--- src/rtl/rfx_pkg.sv ---
package rfx_pkg;
  localparam int ADDR_W = 3;

  localparam logic [ADDR_W-1:0] A_START  = 3'd0;
  localparam logic [ADDR_W-1:0] A_GEOM   = 3'd1;
  localparam logic [ADDR_W-1:0] A_RDIDX  = 3'd2;
  localparam logic [ADDR_W-1:0] A_POPCNT = 3'd3;
  localparam logic [ADDR_W-1:0] A_FLAG   = 3'd4;
  localparam logic [ADDR_W-1:0] A_MODE   = 3'd5;

  typedef enum logic {
    POP_SINGLE = 1'b0,
    POP_COUNT  = 1'b1
  } pop_mode_e;
endpackage

--- src/rtl/rfx_cfg_regs.sv ---
module rfx_cfg_regs
  import rfx_pkg::*;
#(
  parameter int IDX_W   = 10,
  parameter int DEPTH_W = 8,
  parameter int SIZE_W  = 7,
  parameter int DATA_W  = 16
) (
  input  logic               clk,
  input  logic               rst,
  input  logic               cfg_state_i,
  input  logic               wr_i,
  input  logic [ADDR_W-1:0]  addr_i,
  input  logic [DATA_W-1:0]  wdata_i,
  output logic [IDX_W-1:0]   start_o,
  output logic [DEPTH_W-1:0] depth_o,
  output logic [SIZE_W-1:0]  size_o,
  output pop_mode_e          mode_o,
  output logic               reload_o,
  output logic [IDX_W-1:0]   load_idx_o
);
  localparam int DEPTH_LSB = DATA_W / 2;

  logic wr_ok, wr_start, wr_geom, wr_mode;

  assign wr_ok    = wr_i & cfg_state_i;
  assign wr_start = wr_ok && (addr_i == A_START);
  assign wr_geom  = wr_ok && (addr_i == A_GEOM);
  assign wr_mode  = wr_ok && (addr_i == A_MODE);

  always_ff @(posedge clk) begin
    if (rst) begin
      start_o <= '0;
      depth_o <= '0;
      size_o  <= '0;
      mode_o  <= POP_SINGLE;
    end else begin
      if (wr_start) start_o <= wdata_i[IDX_W-1:0];
      if (wr_geom) begin
        depth_o <= wdata_i[DEPTH_LSB +: DEPTH_W];
        size_o  <= wdata_i[SIZE_W-1:0];
      end
      if (wr_mode) mode_o <= pop_mode_e'(wdata_i[0]);
    end
  end

  assign reload_o   = wr_start | wr_geom;
  assign load_idx_o = wr_start ? wdata_i[IDX_W-1:0] : start_o;
endmodule

--- src/rtl/rfx_pop_ctrl.sv ---
module rfx_pop_ctrl #(
  parameter int DEPTH_W = 8
) (
  input  logic               clk,
  input  logic               rst,
  input  logic               reload_i,
  input  logic               push_i,
  input  logic               pop_req_i,
  input  logic [DEPTH_W-1:0] pop_cnt_i,
  input  logic [DEPTH_W-1:0] depth_i,
  output logic [DEPTH_W-1:0] fill_o,
  output logic [DEPTH_W-1:0] pop_n_o
);
  logic [DEPTH_W-1:0] after_pop;
  logic               push_ok;

  always_comb begin
    pop_n_o = '0;
    if (pop_req_i) pop_n_o = (pop_cnt_i > fill_o) ? fill_o : pop_cnt_i;
    after_pop = fill_o - pop_n_o;
    push_ok   = push_i && (after_pop < depth_i);
  end

  always_ff @(posedge clk) begin
    if (rst || reload_i) fill_o <= '0;
    else                 fill_o <= after_pop + DEPTH_W'(push_ok);
  end
endmodule

--- src/rtl/rfx_idx_adv.sv ---
module rfx_idx_adv #(
  parameter int IDX_W   = 10,
  parameter int DEPTH_W = 8
) (
  input  logic               clk,
  input  logic               rst,
  input  logic               reload_i,
  input  logic [IDX_W-1:0]   load_idx_i,
  input  logic [IDX_W-1:0]   start_i,
  input  logic [DEPTH_W-1:0] depth_i,
  input  logic [DEPTH_W-1:0] step_i,
  output logic [IDX_W-1:0]   idx_o
);
  localparam int SUM_W = IDX_W + 1;

  logic [IDX_W-1:0] offset;
  logic [SUM_W-1:0] sum, depth_x, wrapped;

  always_comb begin
    offset  = idx_o - start_i;
    depth_x = SUM_W'(depth_i);
    sum     = {1'b0, offset} + SUM_W'(step_i);
    wrapped = (sum >= depth_x) ? (sum - depth_x) : sum;
  end

  always_ff @(posedge clk) begin
    if (rst)                              idx_o <= '0;
    else if (reload_i)                    idx_o <= load_idx_i;
    else if (step_i != '0 && depth_i != '0) idx_o <= start_i + wrapped[IDX_W-1:0];
  end
endmodule

--- src/rtl/rxq_rdidx_tracker.sv ---
module rxq_rdidx_tracker
  import rfx_pkg::*;
#(
  parameter int IDX_W   = 10,
  parameter int DEPTH_W = 8,
  parameter int SIZE_W  = 7,
  parameter int DATA_W  = 16
) (
  input  logic              clk,
  input  logic              rst,
  input  logic              cfg_state_i,
  input  logic              reg_wr_i,
  input  logic [2:0]        reg_addr_i,
  input  logic [DATA_W-1:0] reg_wdata_i,
  output logic [DATA_W-1:0] reg_rdata_o,
  input  logic              push_i,
  output logic [DATA_W-1:0] rd_idx_o
);
  localparam int DEPTH_LSB = DATA_W / 2;

  logic [IDX_W-1:0]   start_q, load_idx, idx_q;
  logic [DEPTH_W-1:0] depth_q, fill_q, pop_cnt, pop_n;
  logic [SIZE_W-1:0]  size_q;
  pop_mode_e          mode_q;
  logic               reload, pop_req;
  logic [DATA_W-1:0]  rd_mux;

  rfx_cfg_regs #(.IDX_W(IDX_W), .DEPTH_W(DEPTH_W), .SIZE_W(SIZE_W), .DATA_W(DATA_W)) u_cfg (
    .clk(clk), .rst(rst), .cfg_state_i(cfg_state_i), .wr_i(reg_wr_i),
    .addr_i(reg_addr_i), .wdata_i(reg_wdata_i), .start_o(start_q),
    .depth_o(depth_q), .size_o(size_q), .mode_o(mode_q),
    .reload_o(reload), .load_idx_o(load_idx)
  );

  always_comb begin
    pop_req = 1'b0;
    pop_cnt = '0;
    if (reg_wr_i) begin
      if (mode_q == POP_SINGLE && reg_addr_i == A_FLAG && reg_wdata_i[0]) begin
        pop_req = 1'b1;
        pop_cnt = DEPTH_W'(1);
      end else if (mode_q == POP_COUNT && reg_addr_i == A_POPCNT) begin
        pop_req = 1'b1;
        pop_cnt = reg_wdata_i[DEPTH_W-1:0];
      end
    end
  end

  rfx_pop_ctrl #(.DEPTH_W(DEPTH_W)) u_pop (
    .clk(clk), .rst(rst), .reload_i(reload), .push_i(push_i),
    .pop_req_i(pop_req), .pop_cnt_i(pop_cnt), .depth_i(depth_q),
    .fill_o(fill_q), .pop_n_o(pop_n)
  );

  rfx_idx_adv #(.IDX_W(IDX_W), .DEPTH_W(DEPTH_W)) u_idx (
    .clk(clk), .rst(rst), .reload_i(reload), .load_idx_i(load_idx),
    .start_i(start_q), .depth_i(depth_q), .step_i(pop_n), .idx_o(idx_q)
  );

  always_comb begin
    case (reg_addr_i)
      A_START:  rd_mux = DATA_W'(start_q);
      A_GEOM:   rd_mux = (DATA_W'(depth_q) << DEPTH_LSB) | DATA_W'(size_q);
      A_RDIDX:  rd_mux = DATA_W'(idx_q);
      A_POPCNT: rd_mux = DATA_W'(fill_q);
      A_MODE:   rd_mux = DATA_W'(mode_q == POP_COUNT);
      default:  rd_mux = '0;
    endcase
  end

  always_ff @(posedge clk) begin
    if (rst) reg_rdata_o <= '0;
    else     reg_rdata_o <= rd_mux;
  end

  assign rd_idx_o = DATA_W'(idx_q);
endmodule

--- config.mk ---
export PLATFORM = sky130hd
export DESIGN_NAME = rxq_rdidx_tracker
export DESIGN_NICKNAME = d
export VERILOG_FILES = /design/src/rtl/rfx_pkg.sv /design/src/rtl/rfx_cfg_regs.sv /design/src/rtl/rfx_pop_ctrl.sv /design/src/rtl/rfx_idx_adv.sv /design/src/rtl/rxq_rdidx_tracker.sv
export SDC_FILE = /design/constraint.sdc
export NUM_CORES = 1
export LEC_CHECK = 0
export BUFFER_PORTS_ARGS = -buffer_cell sky130_fd_sc_hd__buf_2
export CAP_MARGIN = 20
export CORE_MARGIN = 2
export CORE_UTILIZATION = 65
export DETAILED_ROUTE_END_ITERATION = 10
export GPL_TIMING_DRIVEN = 0
export PLACE_DENSITY = 0.95
export SETUP_SLACK_MARGIN = 0.05
export SLEW_MARGIN = 20
export SYNTH_ARGS = -nofsm -noshare
export SYNTH_HDL_FRONTEND = slang
export SYNTH_HIERARCHICAL = 1
export SYNTH_SLANG_ARGS = --single-unit
--- constraint.sdc ---
create_clock -name clk -period 19.7 [get_ports clk]
set_clock_uncertainty 0.15 [all_clocks]
set_input_delay 1.97 -clock clk [delete_from_list [all_inputs] [get_ports clk]]
set_output_delay 1.97 -clock clk [all_outputs]
set_load 0.01 [all_outputs]
Word-level counts from Yosys, hierarchy flattened

Cells that the tools add are included.

Output and inout port bits: 32
Register bits: 60
Logic and storage cells: 51
Input bits: 24
Memories: 0
Bits in writable memories: 0
Bits in read-only memories: 0
Bits in latches: 0

Muxes and demuxes: 13
Multiply operators: 0
Add/sub/neg operators: 6
$lt $le $gt $ge: 3
Bitwise operators: 4
Shift operators: 0
Reductions and logical operators: 13
Divide/modulo/power cells: 0
Equality and inequality tests: 5

Operators with widths:

| cell                                                | count |
|---|---|
| one-hot mux 16 bit (5 select lines)                 | 1 |
| 2-to-1 mux 10 bit                                   | 4 |
| 2-to-1 mux 8 bit                                    | 5 |
| bitwise OR 16 x 7 -> 16 bit                         | 1 |
| nonzero test 8 bit                                  | 2 |
| adder 10 x 8 -> 11 bit                              | 1 |
| greater-or-equal comparator 11 x 8 -> 1 bit         | 1 |
| adder 10 bit                                        | 1 |
| subtractor 10 bit                                   | 1 |
| subtractor 10 x 8 -> 10 bit                         | 1 |
| adder 8 x 1 -> 8 bit                                | 1 |
| greater-than comparator 8 bit                       | 1 |
| logical AND 1 bit                                   | 8 |
| less-than comparator 8 bit                          | 1 |
| subtractor 8 bit                                    | 1 |
| equality test 3 x 2 -> 1 bit, second input constant | 2 |
| equality test 3 bit, second input constant          | 2 |
| equality test 3 x 1 -> 1 bit, second input constant | 1 |
| logical NOT 3 bit                                   | 1 |
| 2-to-1 mux 1 bit                                    | 3 |
| nonzero test 2 bit                                  | 1 |
| AND 1 bit                                           | 1 |
| logical OR 1 bit                                    | 1 |
| inverter 1 bit                                      | 1 |
| bitwise OR 1 bit                                    | 1 |

Depth between registers and ports, before layout

Gate-level depths: netlist of run 1.

Depth after elaboration: 14
Depth in mapped cells: 44
Mapped depth without buffers: 39

Hierarchy

The synthesis of run 1 kept the hierarchy.

By module, submodules not included:

| module            | times used | sequential area each (sq um) | area each (sq um) | cells an instance |
|---|---|---|---|---|
| rfx_idx_adv       | 1          | 200.2                        | 2,183.3           | 290 |
| rfx_cfg_regs      | 1          | 520.5                        | 1,278.7           | 121 |
| rfx_pop_ctrl      | 1          | 160.2                        | 1,167.4           | 155 |
| rxq_rdidx_tracker | 1          | 320.3                        | 882.1             | 90 |

Worst setup path before layout of run 1

No wires, ideal clock.

Path type: input -> register
Start point: in reg_addr_i[1]
End point: reg u_idx.idx_o[9]
Library setup time: 130 ps
Required time: 19,420 ps
Arrival time: 8,658 ps
Setup slack: 10,761 ps
Cell stages on the path: 38
Buffers on the path: 5
Path through: buf_4 and4b_1 buf_2 and3_1 ha_1 nor2b_1 o211ai_1 a21oi_1 o22ai_2 buf_2 nand2_1 o21ai_1 and2_1 ha_1 inv_1 fa_1 inv_1 ha_1 (+2 left out) a21boi_1 o31a_1 o31a_1 nor2_1 or4b_1 buf_4 buf_6 a21oi_1 ha_1 a21o_1 a21oi_1 nand2b_1 a21boi_1 o41a_1 a31oi_1 xnor3_1 xnor2_1 o22ai_1

Cells in the longest elaborated chain, start to end: 14
Elaborated cells on any way between the ends: 30
Classes of those cells: 3 x add/sub; 2 x order compare; 3 x eq/ne; 12 x mux; 1 x bitwise; 9 x reduce/logical

Ends and longest elaborated chain:

| item                                                                                              | line                                             | source |
|---|---|---|
| from (decl)                                                                                       | rxq_rdidx_tracker.sv:13                          | `input logic [2:0] reg_addr_i,` |
| equality test 3 x 2 -> 1 bit / equality test 3 bit (equally long branches)                        | rxq_rdidx_tracker.sv:42, rxq_rdidx_tracker.sv:39 |  |
| logical AND 1 bit, on equally long branches                                                       | rxq_rdidx_tracker.sv:42, rxq_rdidx_tracker.sv:39 |  |
| 2-to-1 mux 8 bit / logical AND 1 bit (equally long branches)                                      | rxq_rdidx_tracker.sv:42, rxq_rdidx_tracker.sv:39 |  |
| 2-to-1 mux 8 bit *                                                                                | rxq_rdidx_tracker.sv:39                          | `if (mode_q == POP_SINGLE && reg_addr_i == A_FLAG && reg_wdata_i[0]) begin` |
| 2-to-1 mux 8 bit *                                                                                | rxq_rdidx_tracker.sv:38                          | `if (reg_wr_i) begin` |
| net pop_cnt[1]                                                                                    | rxq_rdidx_tracker.sv:22                          | `logic [DEPTH_W-1:0] depth_q, fill_q, pop_cnt, pop_n;` |
| greater-than comparator 8 bit *                                                                   | rfx_pop_ctrl.sv:19                               | `if (pop_req_i) pop_n_o = (pop_cnt_i > fill_o) ? fill_o : pop_cnt_i;` |
| 2-to-1 mux 8 bit * (2 in series)                                                                  | rfx_pop_ctrl.sv:19                               |  |
| net pop_n[0]                                                                                      | rxq_rdidx_tracker.sv:22                          |  |
| adder 10 x 8 -> 11 bit                                                                            | rfx_idx_adv.sv:22                                | `sum = {1'b0, offset} + SUM_W'(step_i);` |
| subtractor 10 x 8 -> 10 bit / greater-or-equal comparator 11 x 8 -> 1 bit (equally long branches) | rfx_idx_adv.sv:23                                | `wrapped = (sum >= depth_x) ? (sum - depth_x) : sum;` |
| 2-to-1 mux 10 bit                                                                                 | rfx_idx_adv.sv:23                                |  |
| adder 10 bit                                                                                      | rfx_idx_adv.sv:29                                | `else if (step_i != '0 && depth_i != '0) idx_o <= start_i + wrapped[IDX_W-1:0];` |
| 2-to-1 mux 10 bit                                                                                 | rfx_idx_adv.sv:29                                |  |
| 2-to-1 mux 10 bit                                                                                 | rfx_idx_adv.sv:28                                | `else if (reload_i) idx_o <= load_idx_i;` |
| to (signal assigned)                                                                              | rfx_idx_adv.sv:28                                |  |
| to (signal assigned)                                                                              | rfx_idx_adv.sv:29                                |  |
| to (decl)                                                                                         | rfx_idx_adv.sv:12                                | `output logic [IDX_W-1:0] idx_o` |

The timed path passes the listed nets; every way through them passes the cells marked *. The select of a mux whose other input is x is not followed.
A chain may end at the register's enable or synchronous reset.

Worst setup path after layout of run 1

Start point: in reg_addr_i[1]
End point: reg u_idx.idx_o[9]

Cells in the longest elaborated chain, start to end: 14
Elaborated cells on any way between the ends: 30
Classes of those cells: 3 x add/sub; 2 x order compare; 3 x eq/ne; 12 x mux; 1 x bitwise; 9 x reduce/logical

Ends and longest elaborated chain:

| item                                                                                              | line |
|---|---|
| equality test 3 x 2 -> 1 bit / equality test 3 bit (equally long branches)                        | rxq_rdidx_tracker.sv:42, rxq_rdidx_tracker.sv:39 |
| logical AND 1 bit, on equally long branches                                                       | rxq_rdidx_tracker.sv:42, rxq_rdidx_tracker.sv:39 |
| 2-to-1 mux 8 bit / logical AND 1 bit (equally long branches)                                      | rxq_rdidx_tracker.sv:42, rxq_rdidx_tracker.sv:39 |
| 2-to-1 mux 8 bit *                                                                                | rxq_rdidx_tracker.sv:39 |
| 2-to-1 mux 8 bit *                                                                                | rxq_rdidx_tracker.sv:38 |
| net pop_cnt[0]                                                                                    | rxq_rdidx_tracker.sv:22 |
| greater-than comparator 8 bit                                                                     | rfx_pop_ctrl.sv:19 |
| 2-to-1 mux 8 bit * (2 in series)                                                                  | rfx_pop_ctrl.sv:19 |
| net pop_n[0]                                                                                      | rxq_rdidx_tracker.sv:22 |
| adder 10 x 8 -> 11 bit                                                                            | rfx_idx_adv.sv:22 |
| subtractor 10 x 8 -> 10 bit / greater-or-equal comparator 11 x 8 -> 1 bit (equally long branches) | rfx_idx_adv.sv:23 |
| 2-to-1 mux 10 bit                                                                                 | rfx_idx_adv.sv:23 |
| adder 10 bit                                                                                      | rfx_idx_adv.sv:29 |
| 2-to-1 mux 10 bit                                                                                 | rfx_idx_adv.sv:29 |
| 2-to-1 mux 10 bit                                                                                 | rfx_idx_adv.sv:28 |

Marks and branches as above.

==> results.py, run 1 <==
metrics = {
    "grt": {
        "grt_max_degree": 18,
        "grt-ovfl-total": 0,
        "antenna_found_initial": 0,
        "grt_pass1_vias": 4999,
        "grt_first_pass_wirelength_um": 24400,
        "grt.total_usage_pct": 34.6,
    },
    "setup_path": {
        "startpoint_type": "primary input",
        "crit_required_ns": 19.77,
        "crit_buf_inv": 8,
        "crit_family": "compound AO/OA/AOI/OAI gates",
        "cp.arrival_ns": 9.99,
        "cp-end-kind": "flop",
        "slowest_delay_ns": 0.46,
        "path_common_cell": "ha_1",
        "critPathMaxFanout": 10,
        "slowest_stage": "or4b_1",
        "crit_type": "in2reg",
    },
    "sta": {
        "rsz0062_at_grt": "no",
        "drv_slew": 0,
        "post-route-period-util_pct": 50.4,
        "worst_slew_pin_slew_ns": 0.690,
        "setup_ws_ns": 9.78,
        "hold_violations": 0,
        "finalSetupViolCount": 0,
        "maxSlewHeadroom_pct": 53.9,
        "fin_crit_ns": 9.92,
        "fin_setup_tns_ns": 0,
        "fmax_ghz": 0.101,
    },
    "power": {
        "pwr-share-seq_pct": 27.3,
        "internal-power_mw": 0.297,
        "p_sw_mw": 0.205,
        "p_leak_nw": 2.82,
        "switching_share_pct": 40.8,
        "power_frac_clock_pct": 22.1,
        "combPwrFrac_pct": 50.6,
        "vdd.ir_drop.worst_v": 0.0000729,
        "p_per_area_mw_per_mm2": 82.3,
    },
    "yosys": {
        "yosys_warnings": 6,
        "async_flop_share_pct": 0,
        "syn_avg_cell_area_sq_um": 8.40,
        "syn_inst": 656,
        "synth-edff-count": 0,
        "syn-cell-area_sq_mm": 0.00551,
        "ys.flop_type": "dfxtp_1",
        "ys_ff_latch": 60,
        "yosysSeqAreaShare_pct": 21.8,
        "yosys.cell_types.count": 73,
    },
    "floorplan": {
        "die_x_um": 96.1,
        "die-area_sq_mm": 0.00923,
        "core-area_sq_mm": 0.00822,
        "num_rows": 33,
        "start_util_pct": 67.1,
        "ios": 56,
        "die_height_um": 96.1,
    },
    "clocking": {
        "cts_tree": "done",
        "clkSinkCount": 60,
        "postCtsSetupBuffers": 0,
        "numCtsBuffers": 9,
        "cts_root_buf": "clkbuf_8",
        "htreeDepth": 3,
        "clock_path_buffers": 2,
        "path_clk_slew_ns": 0.07,
        "cts_resized": 0,
        "insertion_delay_ns": 0.35,
        "cts_hold_buf": 0,
    },
    "detailed_routing": {
        "drc": 1,
        "wl_per_cell_um": 18.8,
        "viasPerCell": 6.26,
        "firstDrtPassIters": 8,
        "vias": 5204,
        "ant_nets": 0,
        "drt_iter0_drc": 488,
        "wl_um": 15600,
    },
    "final_layout": {
        "area_growth_pct": 10.7,
        "drive_above_1_share_pct": 16.3,
        "mostFrequentLayoutCells": "dfxtp_1, ha_1, inv_1",
        "n_antenna_cell": 0,
        "fill_cells": 574,
        "final_nets": 810,
    },
    "outcome": {
        "violations": "design-rule violations",
        "status": "complete, but fails checks",
    },
    "placed_design": {
        "pre_cts_slack_ns": 9.71,
        "gp_congestion": 0.952,
        "portBuffers": 49,
        "dp_hpwl_um": 12100,
    },
    "hold_path": {
        "hp-class": "reg2reg",
    },
    "run": {
        "drv_cap": 0,
    },
}
worst min-delay path, delay by kind of cell (launching register included):
kind | cells | cell delay [ns]
muxes | 1 | 0.06
and+or+nand+nor | 1 | 0.07
DFF | 1 | 0.31
cell usage after synthesis, drive strengths merged (3+ instances only):
cell      n  area share, %
a21o      8            1.1
fa        5            1.8
and2     19            2.2
nand2    21            1.4
a21oi    41            3.9
clkbuf   11           0.75
ha       60             14
a31oi     3           0.34
nand2b   50            5.8
o21ai    27            2.5
nor2     55            3.7
and3     11            1.2
nand4b    6           0.95
o22ai     6           0.79
mux2i    33            6.0
a211oi    4           0.54
o31a      4           0.64
o211ai    3           0.41
a21boi    4           0.54
inv      58            4.0
or2       5           0.57
dfxtp    60             22
o21a      8            1.1
xnor2    22            3.5
mux2     17            3.9
nand4     5           0.57
nand3     6           0.54
xor2     13            2.1
buf      18            2.8
or3       4           0.45
nor3     14            1.5
nor4      4           0.45
nor2b    21            2.5
a2bb2oi   3           0.59
kinds of logic after synthesis:
group / after synthesis / share of synthesized area, %
flip-flops: 60 / 21.8
XOR/XNOR: 36 / 5.97
AO/OA/AOI/OAI: 125 / 14.9
multiplexers: 52 / 10.7
other: 1 / 0.0680
buffers and inverters: 87 / 7.54
AND/OR/NAND/NOR: 230 / 23.6
adder cells (fa/ha/maj): 65 / 15.4
path summary, 6_finish.rpt:
kind / startpoint / endpoint / slack (ns) / cells past startpoint
hold / removal: u_cfg/size_o[1] / u_cfg/size_o[1] / 0.34 / 2
hold reg to reg: u_cfg/size_o[1] / u_cfg/size_o[1] / 0.34 / 2
setup reg to reg: u_cfg/mode_o / u_idx/idx_o[9] / 11.33 / 38
setup / recovery: reg_addr_i[1] / u_idx/idx_o[9] / 9.78 / 42
layout make-up:
| type | instances | area (sq um) | area share (%) |
|---|---|---|---|
| sequential | 60 | 1200 | 19.7 |
| inverter | 58 | 218 | 3.57 |
| buffer | 29 | 198 | 3.24 |
| multi-input combinational | 514 | 3910 | 64.2 |
| tap | 105 | 131 | 2.15 |
| clock buffer | 10 | 128 | 2.09 |
| clock inverter | 6 | 65.1 | 1.07 |
| timing repair buffer | 49 | 245 | 4.02 |
sequential cells by signal, summed over array words and instances, names as in the netlist:
| signal | flops |
|---|---|
| u_cfg/depth_o | 8 |
| u_pop/fill_o | 8 |
| u_idx/idx_o | 10 |
| u_cfg/start_o | 10 |
| u_cfg/size_o | 7 |
| u_cfg/mode_o | 1 |
| reg_rdata_o | 16 |
layer usage:
metal	vias up	track usage (%)	routed length, um
met4	0	14.9	571
li1	2396	-	-
met2	283	59.4	7600
met5	-	0	0
met3	59	5.95	1220
met1	2466	42.5	6200
power by group through the flow:
stage,logic (mW),clock network [mW],registers [mW]
5_1_grt,0.278,0.117,0.137
3_5_place_dp,0.242,0,0.139
3_3_place_gp,0.228,0,0.139
6_report,0.254,0.111,0.137
4_1_cts,0.248,0.110,0.137
2_1_floorplan,0.192,0,0.135
metrics by stage:
step	util, %	hold slack, ns	total power [mW]	cells	cell area (sq um)
floorplan	-	0.296	0.327	661	5530
global placement	71.9	0.308	0.367	815	5910
detailed placement	71.9	0.320	0.382	815	5910
CTS	74.2	0.334	0.495	831	6100
global route	74.2	0.355	0.532	831	6100
finish	74.2	0.336	0.502	831	6100
No activity file was read; power rests on OpenSTA's default activity.
==> run 2, diff against run 1 <==
CORE_UTILIZATION = 55   (was 65)
PLACE_DENSITY = 0.86   (was 0.95)
clock period = 8.1 ns   (was 19.7 ns; I/O delays follow)
==> run 2 against run 1 <==
Effect of this change: the run now ends clean; flip-flop and latch count unchanged; wire length is 2.9% higher; sequential share of layout area is 1.7 points lower; via count shrank 1.2%; critical path depth fell by 1; worst setup slack lost 9.7 ns.
==> results.py, run 2 (synthesis gave the netlist of run 1 again) <==
metrics = {
    "outcome": {
        "status": "completed",
    },
    "setup_path": {
        "crit_buf_inv": 7,
        "r2r_slack_ns": 0.38,
        "crit_type": "in2reg",
        "slowest_stage": "or4b_4",
        "critPathMaxFanout": 8,
        "reg2regPathDepth": 40,
        "r2r-end": "u_idx/idx_o[9]",
        "cp-end-kind": "flop",
        "slowest_delay_ns": 0.47,
        "startpoint_type": "primary input",
        "crit_family": "compound AO/OA/AOI/OAI gates",
        "cp.arrival_ns": 8.04,
        "path_common_cell": "buf_6",
        "reg2reg_from": "u_cfg/mode_o",
        "crit_required_ns": 8.16,
    },
    "detailed_routing": {
        "firstDrtPassIters": 5,
        "drt_iter0_drc": 427,
        "ant_nets": 0,
        "wl_per_cell_um": 18.1,
        "drc": 0,
        "wl_um": 16000,
        "vias": 5139,
        "viasPerCell": 5.81,
    },
    "clocking": {
        "numCtsBuffers": 9,
        "clkSinkCount": 60,
        "clock_path_buffers": 2,
        "insertion_delay_ns": 0.35,
        "cts_root_buf": "clkbuf_8",
        "htreeDepth": 3,
        "path_clk_slew_ns": 0.08,
        "cts_tree": "done",
    },
    "sta": {
        "drv_slew": 0,
        "fmax_ghz": 0.125,
        "finalSetupViolCount": 0,
        "rsz0062_at_grt": "yes",
        "worst_slew_pin_slew_ns": 1.03,
        "fin_crit_ns": 7.98,
        "fin_setup_tns_ns": 0,
        "post-route-period-util_pct": 98.5,
        "hold_violations": 0,
        "maxSlewHeadroom_pct": 31.0,
    },
    "hold_path": {
        "hold_end": "u_cfg/size_o[4]",
        "hold_depth": 2,
        "hp-start": "u_cfg/size_o[4]",
        "hp-class": "reg2reg",
    },
    "final_layout": {
        "final_common_cell": "dfxtp_1",
        "reg_top3": "reg_rdata_o x16, u_cfg/start_o x10, u_idx/idx_o x10",
        "final_nets": 836,
        "fill_cells": 721,
        "drive_above_1_share_pct": 25.4,
        "largest_reg_flops": 16,
        "mostFrequentLayoutCells": "dfxtp_1, inv_1, ha_1",
        "top_register": "reg_rdata_o",
        "post-route-util_pct": 68.7,
        "area_growth_pct": 21.3,
        "multi_input_area_sq_mm": 0.00418,
        "design_area_sq_mm": 0.00669,
        "regArea_sq_mm": 0.00120,
        "n_antenna_cell": 0,
        "finalNonFillerCells": 885,
    },
    "grt": {
        "grt_first_pass_wirelength_um": 24500,
        "grt-ovfl-total": 0,
        "grt_max_degree": 18,
        "grt_pass1_vias": 4979,
        "grt.total_usage_pct": 28.1,
        "antenna_found_initial": 0,
    },
    "floorplan": {
        "ios": 56,
        "die_x_um": 104,
        "die-area_sq_mm": 0.0108,
        "die_height_um": 104,
        "num_rows": 36,
        "start_util_pct": 56.6,
        "core-area_sq_mm": 0.00973,
    },
    "power": {
        "power_mw": 1.38,
        "p_leak_nw": 3.04,
        "p_per_area_mw_per_mm2": 206,
        "vdd.ir_drop.worst_v": 0.000121,
    },
    "placed_design": {
        "placed_area_sq_mm": 0.00594,
        "dp_cells": 843,
        "gp_congestion": 0.985,
        "portBuffers": 49,
        "dp_hpwl_um": 11900,
    },
    "run": {
        "drv_cap": 0,
    },
}
## run 2: area by class of cell
type,instances,share of cell area (%)
buffer,28,3.22
clock buffer,10,2.06
clock inverter,6,0.954
inverter,58,3.26
multi-input combinational,514,62.5
sequential,60,18.0
tap,133,2.49
timing repair buffer,76,7.61
## run 2: per-layer routing
| layer | track usage [%] | vias up | wire, um |
|---|---|---|---|
| met3 | 4.26 | 55 | 1040 |
| li1 | - | 2446 | - |
| met5 | 0 | - | 0 |
| met1 | 33.8 | 2427 | 6500 |
| met4 | 16.0 | 0 | 791 |
| met2 | 47.7 | 211 | 7710 |
## run 2: report_power, final
part           leakage [nW]  switching, mW  internal [mW]
sequential            0.484         0.0222          0.311
clock                0.0983          0.128          0.150
combinational          2.46          0.387          0.377
total                  3.04          0.537          0.838
## run 2: stage by stage
stage               worst slack, ns  hold slack (ns)
detailed placement           -0.768            0.317
global placement             -0.592            0.310
floorplan                     0.321            0.296
global route                 -0.146            0.356
CTS                          0.0554            0.329
finish                        0.124            0.329
## run 2: worst max-delay path by stage
stage / endpoint / slack, ns / from / cells after the start
4_1_cts: u_idx/idx_o[9] / 0.06 / reg_addr_i[1] / 40
2_1_floorplan: u_idx/idx_o[9] / 0.32 / reg_addr_i[1] / 38
5_1_grt: u_idx/idx_o[9] / -0.15 / reg_addr_i[0] / 42
6_report: u_idx/idx_o[9] / 0.12 / reg_addr_i[0] / 41
3_3_place_gp: u_idx/idx_o[9] / -0.59 / reg_addr_i[1] / 40
3_5_place_dp: u_idx/idx_o[9] / -0.77 / reg_addr_i[1] / 39
## run 2: what timing repair did
item,CTS,global route
setup endpoints to repair,4,6
buffers inserted,2,24
gates resized for setup,11,61
hold buffers,0,0
gates cloned,0,1
pin swaps,4,39
## run 2: worst min-delay path, stage by stage (launching register included)
cell and delay (ns):
dfxtp_1 0.31, nand2b_1 0.06, mux2i_1 0.06
==> run 3, diff against run 2 <==
GPL_TIMING_DRIVEN = unset   (was 0)
==> run 3 against run 2 <==
Effect of this change: total power is 8.4% lower; wire length down 12%; critical path type unchanged; die area is the same; combinational power fell by 21%.
==> results.py, run 3 (synthesis gave the netlist of run 1 again) <==
metrics = {
    "final_layout": {
        "mostFrequentLayoutCells": "dfxtp_1, ha_1, inv_1",
        "largest_reg_flops": 16,
        "reg_top3": "reg_rdata_o x16, u_cfg/start_o x10, u_idx/idx_o x10",
        "design_area_sq_mm": 0.00612,
        "top_register": "reg_rdata_o",
        "final_nets": 794,
        "final_common_cell": "dfxtp_1",
        "n_antenna_cell": 0,
        "drive_above_1_share_pct": 17.5,
        "fill_cells": 765,
        "area_growth_pct": 11.1,
    },
    "sta": {
        "fmax_ghz": 0.130,
        "post-route-period-util_pct": 95.0,
        "finalSetupViolCount": 0,
        "drv_slew": 0,
        "maxSlewHeadroom_pct": 41.8,
        "holdWs_ns": 0.329,
        "fin_crit_ns": 7.70,
        "hold_violations": 0,
        "worst_slew_pin_slew_ns": 0.874,
        "rsz0062_at_grt": "yes",
    },
    "detailed_routing": {
        "firstDrtPassIters": 7,
        "wl_per_cell_um": 16.8,
        "drt_iter0_drc": 449,
        "drc": 0,
        "ant_nets": 0,
        "wl_um": 14200,
        "vias": 4897,
        "viasPerCell": 5.81,
    },
    "placed_design": {
        "placed_area_sq_mm": 0.00580,
        "dp_hpwl_um": 10800,
        "portBuffers": 49,
        "gp_congestion": 0.944,
    },
    "clocking": {
        "path_clk_slew_ns": 0.07,
        "htreeDepth": 3,
        "clock_path_buffers": 2,
        "cts_tree": "done",
        "insertion_delay_ns": 0.35,
        "cts_hold_buf": 0,
        "clkSinkCount": 60,
        "cts_root_buf": "clkbuf_8",
        "numCtsBuffers": 9,
    },
    "floorplan": {
        "die-area_sq_mm": 0.0108,
        "core-area_sq_mm": 0.00973,
        "die_x_um": 104,
        "start_util_pct": 56.6,
        "ios": 56,
        "num_rows": 36,
        "die_height_um": 104,
    },
    "hold_path": {
        "hp-class": "reg2reg",
        "hold_depth": 2,
    },
    "setup_path": {
        "cp.arrival_ns": 7.75,
        "cp-end-kind": "flop",
        "path_common_cell": "ha_1",
        "slowest_stage": "or4b_4",
        "crit_cells": 35,
        "crit_family": "compound AO/OA/AOI/OAI gates",
        "startpoint_type": "primary input",
        "crit_type": "in2reg",
        "reg2regPathDepth": 34,
        "critPathMaxFanout": 14,
        "crit_buf_inv": 4,
        "slowest_delay_ns": 0.54,
        "crit_required_ns": 8.15,
    },
    "grt": {
        "grt.total_usage_pct": 25.9,
        "grt_first_pass_wirelength_um": 22600,
        "antenna_found_initial": 0,
        "grt-ovfl-total": 0,
        "grt_pass1_vias": 4720,
        "grt_max_degree": 63,
    },
    "power": {
        "p_leak_nw": 2.80,
        "vdd.ir_drop.worst_v": 0.000131,
        "p_per_area_mw_per_mm2": 206,
    },
    "run": {
        "drv_cap": 0,
    },
    "outcome": {
        "status": "completed",
    },
}
-- run 3: final cells by class --
type,count,area [sq um],area share (%)
clock inverter,5,100,1.63
clock buffer,11,131,2.15
inverter,58,218,3.55
timing repair buffer,62,343,5.60
tap,133,166,2.72
multi-input combinational,514,3970,64.7
sequential,60,1200,19.6
-- run 3: stage by stage --
stage	power [mW]	setup slack [ns]	std cells	TNS [ns]	utilization, %
floorplan	0.795	0.321	661	0	-
global placement	0.886	0.234	822	0	59.7
detailed placement	0.920	-0.0541	822	-0.0541	59.7
CTS	1.24	0.278	838	0	62.0
global route	1.34	-0.0201	843	-0.0201	63.0
finish	1.26	0.402	843	0	63.0
-- run 3: report_power, final --
part / internal, mW / switching (mW)
clock: 0.204 / 0.119
combinational: 0.275 / 0.329
sequential: 0.311 / 0.0215
total: 0.790 / 0.470
-- run 3: repair_timing --
action,4_1_cts,5_1_grt
resized for setup,0,13
setup endpoints to repair,0,5
setup buffers,0,5
-- run 3: path summary, 6_finish.rpt --
check                  startpoint         endpoint  slack, ns
setup / recovery    reg_addr_i[1]   u_idx/idx_o[9]       0.40
hold / removal    u_cfg/size_o[4]  u_cfg/size_o[4]       0.33
setup reg to reg     u_cfg/mode_o   u_idx/idx_o[9]       0.74
hold reg to reg   u_cfg/size_o[4]  u_cfg/size_o[4]       0.33
-- run 3: tightest hold or removal path, delay by kind of cell, from the launching register on --
family | cells | cell delay (ns)
multiplexers | 1 | 0.06
flip-flops | 1 | 0.31
AND/OR/NAND/NOR | 1 | 0.06
-- run 3: layer usage --
| layer | GRT usage [%] | wire, um | share of wire, % | up-vias |
|---|---|---|---|---|
| met5 | 0 | 0 | 0 | - |
| met2 | 44.2 | 6790 | 48 | 207 |
| met3 | 4.20 | 958 | 6.7 | 32 |
| li1 | - | - | - | 2361 |
| met4 | 11.0 | 427 | 3.0 | 0 |
| met1 | 32.2 | 6020 | 42 | 2297 |
